**src/rtl/bws_pkg.sv**
```systemverilog
package bws_pkg;
  localparam int BURST = 8;
  localparam int OFF_W = $clog2(BURST);

  typedef struct packed {
    logic load;
    logic incSlot;
    logic advance;
  } ctrlStrobeT;

  typedef enum logic [2:0] {
    ST_IDLE,
    ST_CMD,
    ST_DATA,
    ST_STOP,
    ST_FIN
  } ctrlStateT;

  function automatic logic [4:0] beatsOf(input logic [1:0] code);
    case (code)
      2'd0:    beatsOf = 5'd1;
      2'd1:    beatsOf = 5'd4;
      2'd2:    beatsOf = 5'd8;
      default: beatsOf = 5'd16;
    endcase
  endfunction
endpackage

```
**src/rtl/bws_datapath.sv**
```systemverilog
module bws_datapath
  import bws_pkg::*;
#(
  parameter int COL_W = 10,
  parameter int CNT_W = 5
) (
  input  logic             clk,
  input  logic             rstN,
  input  ctrlStrobeT       strobe,
  input  logic [COL_W-1:0] startCol,
  input  logic [1:0]       lenCode,
  output logic             lastSeg,
  output logic             slotLast,
  output logic [COL_W-1:0] cmdCol,
  output logic             beatMask,
  output logic [COL_W-1:0] beatCol
);
  localparam int SEG_W = OFF_W + 1;

  logic [COL_W-1:0] curCol;
  logic [CNT_W-1:0] remain;
  logic [OFF_W-1:0] slot;
  logic [SEG_W-1:0] avail;
  logic [SEG_W-1:0] segLen;
  logic [OFF_W-1:0] landOff;

  // room left in the current aligned group
  assign avail  = SEG_W'(BURST) - {1'b0, curCol[OFF_W-1:0]};
  assign segLen = (remain < CNT_W'(avail)) ? SEG_W'(remain) : avail;
  assign lastSeg  = (remain <= CNT_W'(avail));
  assign slotLast = (slot == OFF_W'(BURST - 1));

  assign cmdCol   = curCol;
  assign landOff  = curCol[OFF_W-1:0] + slot;
  assign beatCol  = {curCol[COL_W-1:OFF_W], landOff};
  assign beatMask = ({1'b0, slot} >= segLen);

  always_ff @(posedge clk or negedge rstN) begin
    if (!rstN) begin
      curCol <= '0;
      remain <= '0;
      slot   <= '0;
    end else if (strobe.load) begin
      curCol <= startCol;
      remain <= CNT_W'(beatsOf(lenCode));
      slot   <= '0;
    end else if (strobe.advance) begin
      curCol <= curCol + COL_W'(segLen);
      remain <= remain - CNT_W'(segLen);
      slot   <= '0;
    end else if (strobe.incSlot) begin
      slot   <= slot + 1'b1;
    end
  end
endmodule

```
**src/rtl/bws_control.sv**
```systemverilog
module bws_control
  import bws_pkg::*;
(
  input  logic       clk,
  input  logic       rstN,
  input  logic       start,
  input  logic [1:0] lenCode,
  input  logic       sdrMode,
  input  logic       lastSeg,
  input  logic       slotLast,
  output ctrlStrobeT strobe,
  output logic       busy,
  output logic       cmdWrite,
  output logic       cmdStop,
  output logic       beatValid,
  output logic       done
);
  ctrlStateT state, nextState;
  logic sdrQ, singleQ;

  always_ff @(posedge clk or negedge rstN) begin
    if (!rstN) begin
      state   <= ST_IDLE;
      sdrQ    <= 1'b0;
      singleQ <= 1'b0;
    end else begin
      state <= nextState;
      if (strobe.load) begin
        sdrQ    <= sdrMode;
        singleQ <= (lenCode == 2'd0);
      end
    end
  end

  always_comb begin
    nextState = state;
    strobe    = '0;
    cmdWrite  = 1'b0;
    cmdStop   = 1'b0;
    beatValid = 1'b0;
    done      = 1'b0;
    case (state)
      ST_IDLE: begin
        if (start) begin
          strobe.load = 1'b1;
          nextState   = ST_CMD;
        end
      end
      ST_CMD: begin
        cmdWrite = 1'b1;
        if (sdrQ) begin
          beatValid      = 1'b1;
          strobe.incSlot = 1'b1;
          nextState      = singleQ ? ST_STOP : ST_DATA;
        end else begin
          nextState = ST_DATA;
        end
      end
      ST_DATA: begin
        beatValid = 1'b1;
        if (slotLast) begin
          strobe.advance = 1'b1;
          nextState      = lastSeg ? ST_FIN : ST_CMD;
        end else begin
          strobe.incSlot = 1'b1;
        end
      end
      ST_STOP: begin
        cmdStop        = 1'b1;
        strobe.advance = 1'b1;
        nextState      = ST_FIN;
      end
      ST_FIN: begin
        done      = 1'b1;
        nextState = ST_IDLE;
      end
      default: nextState = ST_IDLE;
    endcase
  end

  assign busy = (state != ST_IDLE);
endmodule

```
**src/rtl/burst_wrap_splitter.sv**
```systemverilog
module burst_wrap_splitter
  import bws_pkg::*;
#(
  parameter int COL_W = 10
) (
  input  logic             clk,
  input  logic             rstN,
  input  logic             start,
  input  logic [COL_W-1:0] startCol,
  input  logic [1:0]       lenCode,
  input  logic             sdrMode,
  output logic             busy,
  output logic             cmdWrite,
  output logic             cmdStop,
  output logic [COL_W-1:0] cmdCol,
  output logic             beatValid,
  output logic             beatMask,
  output logic [COL_W-1:0] beatCol,
  output logic             done
);
  localparam int CNT_W = 5;

  ctrlStrobeT strobe;
  logic lastSeg, slotLast;

  bws_control u_ctrl (
    .clk(clk), .rstN(rstN), .start(start), .lenCode(lenCode),
    .sdrMode(sdrMode), .lastSeg(lastSeg), .slotLast(slotLast),
    .strobe(strobe), .busy(busy), .cmdWrite(cmdWrite), .cmdStop(cmdStop),
    .beatValid(beatValid), .done(done)
  );

  bws_datapath #(.COL_W(COL_W), .CNT_W(CNT_W)) u_dp (
    .clk(clk), .rstN(rstN), .strobe(strobe), .startCol(startCol),
    .lenCode(lenCode), .lastSeg(lastSeg), .slotLast(slotLast),
    .cmdCol(cmdCol), .beatMask(beatMask), .beatCol(beatCol)
  );
endmodule

```
**config.mk**
```make
export PLATFORM = sky130hd
export DESIGN_NAME = burst_wrap_splitter
export DESIGN_NICKNAME = d
export VERILOG_FILES = /design/src/rtl/bws_pkg.sv /design/src/rtl/bws_datapath.sv /design/src/rtl/bws_control.sv /design/src/rtl/burst_wrap_splitter.sv
export SDC_FILE = /design/constraint.sdc
export NUM_CORES = 1
export LEC_CHECK = 0
export ABC_AREA = 1
export BUFFER_PORTS_ARGS = -buffer_cell sky130_fd_sc_hd__buf_4
export CORE_UTILIZATION = 59
export CTS_CLUSTER_SIZE = 28
export DETAILED_ROUTE_END_ITERATION = 12
export PLACE_DENSITY = 0.85
export SKIP_LAST_GASP = 1
export SYNTH_ARGS = -nofsm -noshare
export SYNTH_HDL_FRONTEND = slang
export SYNTH_HIERARCHICAL = 1
export SYNTH_SLANG_ARGS = --single-unit
export TNS_END_PERCENT = 10
```
**constraint.sdc**
```tcl
create_clock -name clk -period 5.8 [get_ports clk]
set_input_delay 0.87 -clock clk [delete_from_list [all_inputs] [get_ports clk]]
set_output_delay 0.87 -clock clk [all_outputs]
set_load 0.005 [all_outputs]
```
==> metrics.txt <==
Yosys top cell by area dfrtp_1; post-cts resize count 0; initial drt markers 89; Worst Reg-to-Reg Cells 21; Post-DP HPWL 3.586 mm; Yosys top cell area share 0.2880; Worst R2R Start u_dp/cmdCol[0]; DIE WIDTH 60.20 um; FF/Latch Area 575.6 sq um; Post-CTS Setup Inserts 0; CTS Buf Count 3; die height 60.20 um; max cap viols 0; leakage power 1.263 nW; # DRC 0; clock period minus final worst setup slack 4.059 ns; Worst setup SP type register; PortBufs 41; Final Max Slew Viols 0; Worst-Margin Slew 0.7262 ns; Crit Path Class reg2out; Synth Flop Type dfrtp_1; fill count 276; final setup violation count 0; Layout area overhead 15.84%; vias after detailed routing 1,874; Fin. Hold Viols 0; Post-CTS Hold Buffers 0; Net count, final 348; EDFF count, synth 0; Worst EP required 4.93 ns; dpl ws 2.111 ns; maximum buffer depth of the clock tree 2; WL final 4.536 mm; layout cells sized above 1 0.2161; setup TNS 0 ns; Gate Count Post-Synth 277; vias in the first global route 1,760; Ys Warns 6; root buffer cell clkbuf_4; Rows 20; Worst Skew 0.003226 ns; power per standard cell area 695.4 mW/mm^2; CTS tree yes; Clock Sink Count 23; status completed; Layout Utilization 0.7400; Reg-to-Reg End u_dp/cmdCol[6]; Arrival @ worst endpoint 3.19 ns; VDD IR max 0.0003941 V; clk slew on worst S/H paths 0.13 ns; Worst Hold Class in2async; Clk Latency, worst-skew pair 0.31 ns; grt ovf 0; post-synthesis cell type count 35; mean area per synthesized cell 7.214 sq um; Multi-input gate area 0.001154 sq mm; sequential area share after synthesis 0.2880; first-pass GRT wire length 7.562 mm; Core Box Area 0.003128 sq mm; drt first pass iters 5; Async S/R FF share, synth 1.000; R2R Setup Slk 2.31 ns; Synth Net Count 314; global-route usage over all layers 0.2821; Initial Utilization 0.6388; drt wl/cell 12.81 um; fmax 246.4 MHz; # diodes 0; H-tree depth 1; drt via density 5.294; largest net degree at the start of global routing 24; Setup crit end kind output pin; setup ws final 1.741 ns; I/O pin total 42; die area 0.003623 sq mm; period utilisation layout 0.6998; unrepaired setup endpoints after global routing no; CP max FO 8; top post-synthesis cells by area dfrtp_1 29%, nand2_1 12%, ha_1 11%; initial antenna violation count 0; gpl congestion 0.8828; register bit total from synthesis 23; Slew HR 0.5140; Antenna Violating Nets Remaining 0; mapped cell area 0.001998 sq mm
report_power, final:
group / switching, mW / total, mW / internal [mW]
Sequential: 0.102 / 0.338 / 0.237
Combinational: 0.695 / 1.20 / 0.502
Clock: 0.0493 / 0.0750 / 0.0258
Total: 0.846 / 1.61 / 0.764
worst max-delay path by stage:
stage / startpoint / end / slack (ns) / cells past startpoint
6_report: u_dp/cmdCol[0] / beatMask / 1.74 / 16
5_1_grt: u_dp/cmdCol[2] / beatMask / 1.51 / 15
4_1_cts: u_dp/cmdCol[2] / beatMask / 1.73 / 15
3_5_place_dp: u_dp/cmdCol[2] / beatMask / 2.11 / 15
3_3_place_gp: u_dp/cmdCol[0] / beatMask / 2.29 / 16
2_1_floorplan: u_dp/cmdCol[0] / beatMask / 2.54 / 15
state kept, by name, indices dropped and copies added (netlist names):
signal          count
u_ctrl/singleQ      1
u_ctrl/sdrQ         1
u_dp/remain         5
u_dp/slot           3
u_dp/cmdCol        10
u_ctrl/state        3
worst max-delay path, stage by stage (launching register included):
cell and delay (ns):
dfrtp_1 0.51, inv_1 0.11, ha_1 0.32, inv_1 0.05, ha_1 0.27, inv_1 0.05
nor2_1 0.16, nand4_2 0.16, nand3_4 0.14, nand2_1 0.07, o21ai_0 0.16, ha_1 0.30
o21ai_0 0.18, nand2_1 0.07, a21oi_1 0.15, nor2_2 0.05, buf_4 0.13
Yosys cell counts, types with 4 or more instances:
| cell type | count |
|---|---|
| o211ai_1 | 4 |
| nand2_1 | 62 |
| o21ai_0 | 12 |
| nand3_1 | 18 |
| nand2_2 | 5 |
| buf_4 | 7 |
| inv_2 | 5 |
| nand4_1 | 4 |
| nor2_1 | 25 |
| ha_1 | 18 |
| a21oi_1 | 10 |
| dfrtp_1 | 23 |
| inv_1 | 47 |
per-stage QoR:
step / total power [mW] / instance area [sq um] / std cells / hold WS, ns
detailed placement: 1.525 / 2287 / 350 / 0.4603
global placement: 1.481 / 2287 / 350 / 0.4633
finish: 1.610 / 2315 / 354 / 0.4258
global route: 1.795 / 2315 / 354 / 0.4198
CTS: 1.607 / 2315 / 354 / 0.4303
floorplan: 1.186 / 1998 / 277 / 0.4409
layer usage:
metal,GRT usage,vias to the layer above,share of wire
li1,-,942,-
met1,0.3564,867,0.44
met2,0.4819,61,0.49
met3,0.03030,4,0.057
met4,0.1229,0,0.013
met5,0,-,0
layout make-up:
| type | instances | share of cell area |
|---|---|---|
| clock inverter | 1 | 0.002162 |
| sequential | 23 | 0.2486 |
| inverter | 52 | 0.08432 |
| multi-input combinational | 190 | 0.4984 |
| clock buffer | 3 | 0.009730 |
| tap | 44 | 0.02378 |
| timing repair buffer | 41 | 0.1330 |
cells by family (layout without fill, tap and decap cells):
family                     Yosys count  in the layout  share of synthesized area
buffers and inverters               64             97                     0.1346
adders and majority gates           21             21                     0.1428
muxes                                1              1                   0.005010
AOI/OAI and AO/OA                   35             35                     0.1046
xor gates and xnor gates             4              4                    0.01754
DFF                                 23             23                     0.2880
and+or+nand+nor                    129            129                     0.3075
cells in the final DEF, fill, tap and decap left out:
cell type,instances
nand2_1,62
inv_1,47
buf_4,41
nor2_1,25
dfrtp_1,23
nand3_1,18
ha_1,18
o21ai_0,12
a21oi_1,10
nand2_2,5
inv_2,5
nand4_1,4
o211ai_1,4
clkbuf_4,3
nor3_1,3
a31oi_1,3
fa_1,3
nor2_4,2
xnor2_1,2
xor2_1,2
nand3_4,2
nand3_2,2
o21ai_2,2
a22oi_1,2
clkinv_2,1
nor3_2,1
nand4_2,1
nor2_2,1
nand3b_1,1
mux2i_1,1
or2_2,1
o221ai_1,1
nand2b_1,1
a311oi_1,1
Note: power is estimated with default switching activity, not from simulation.
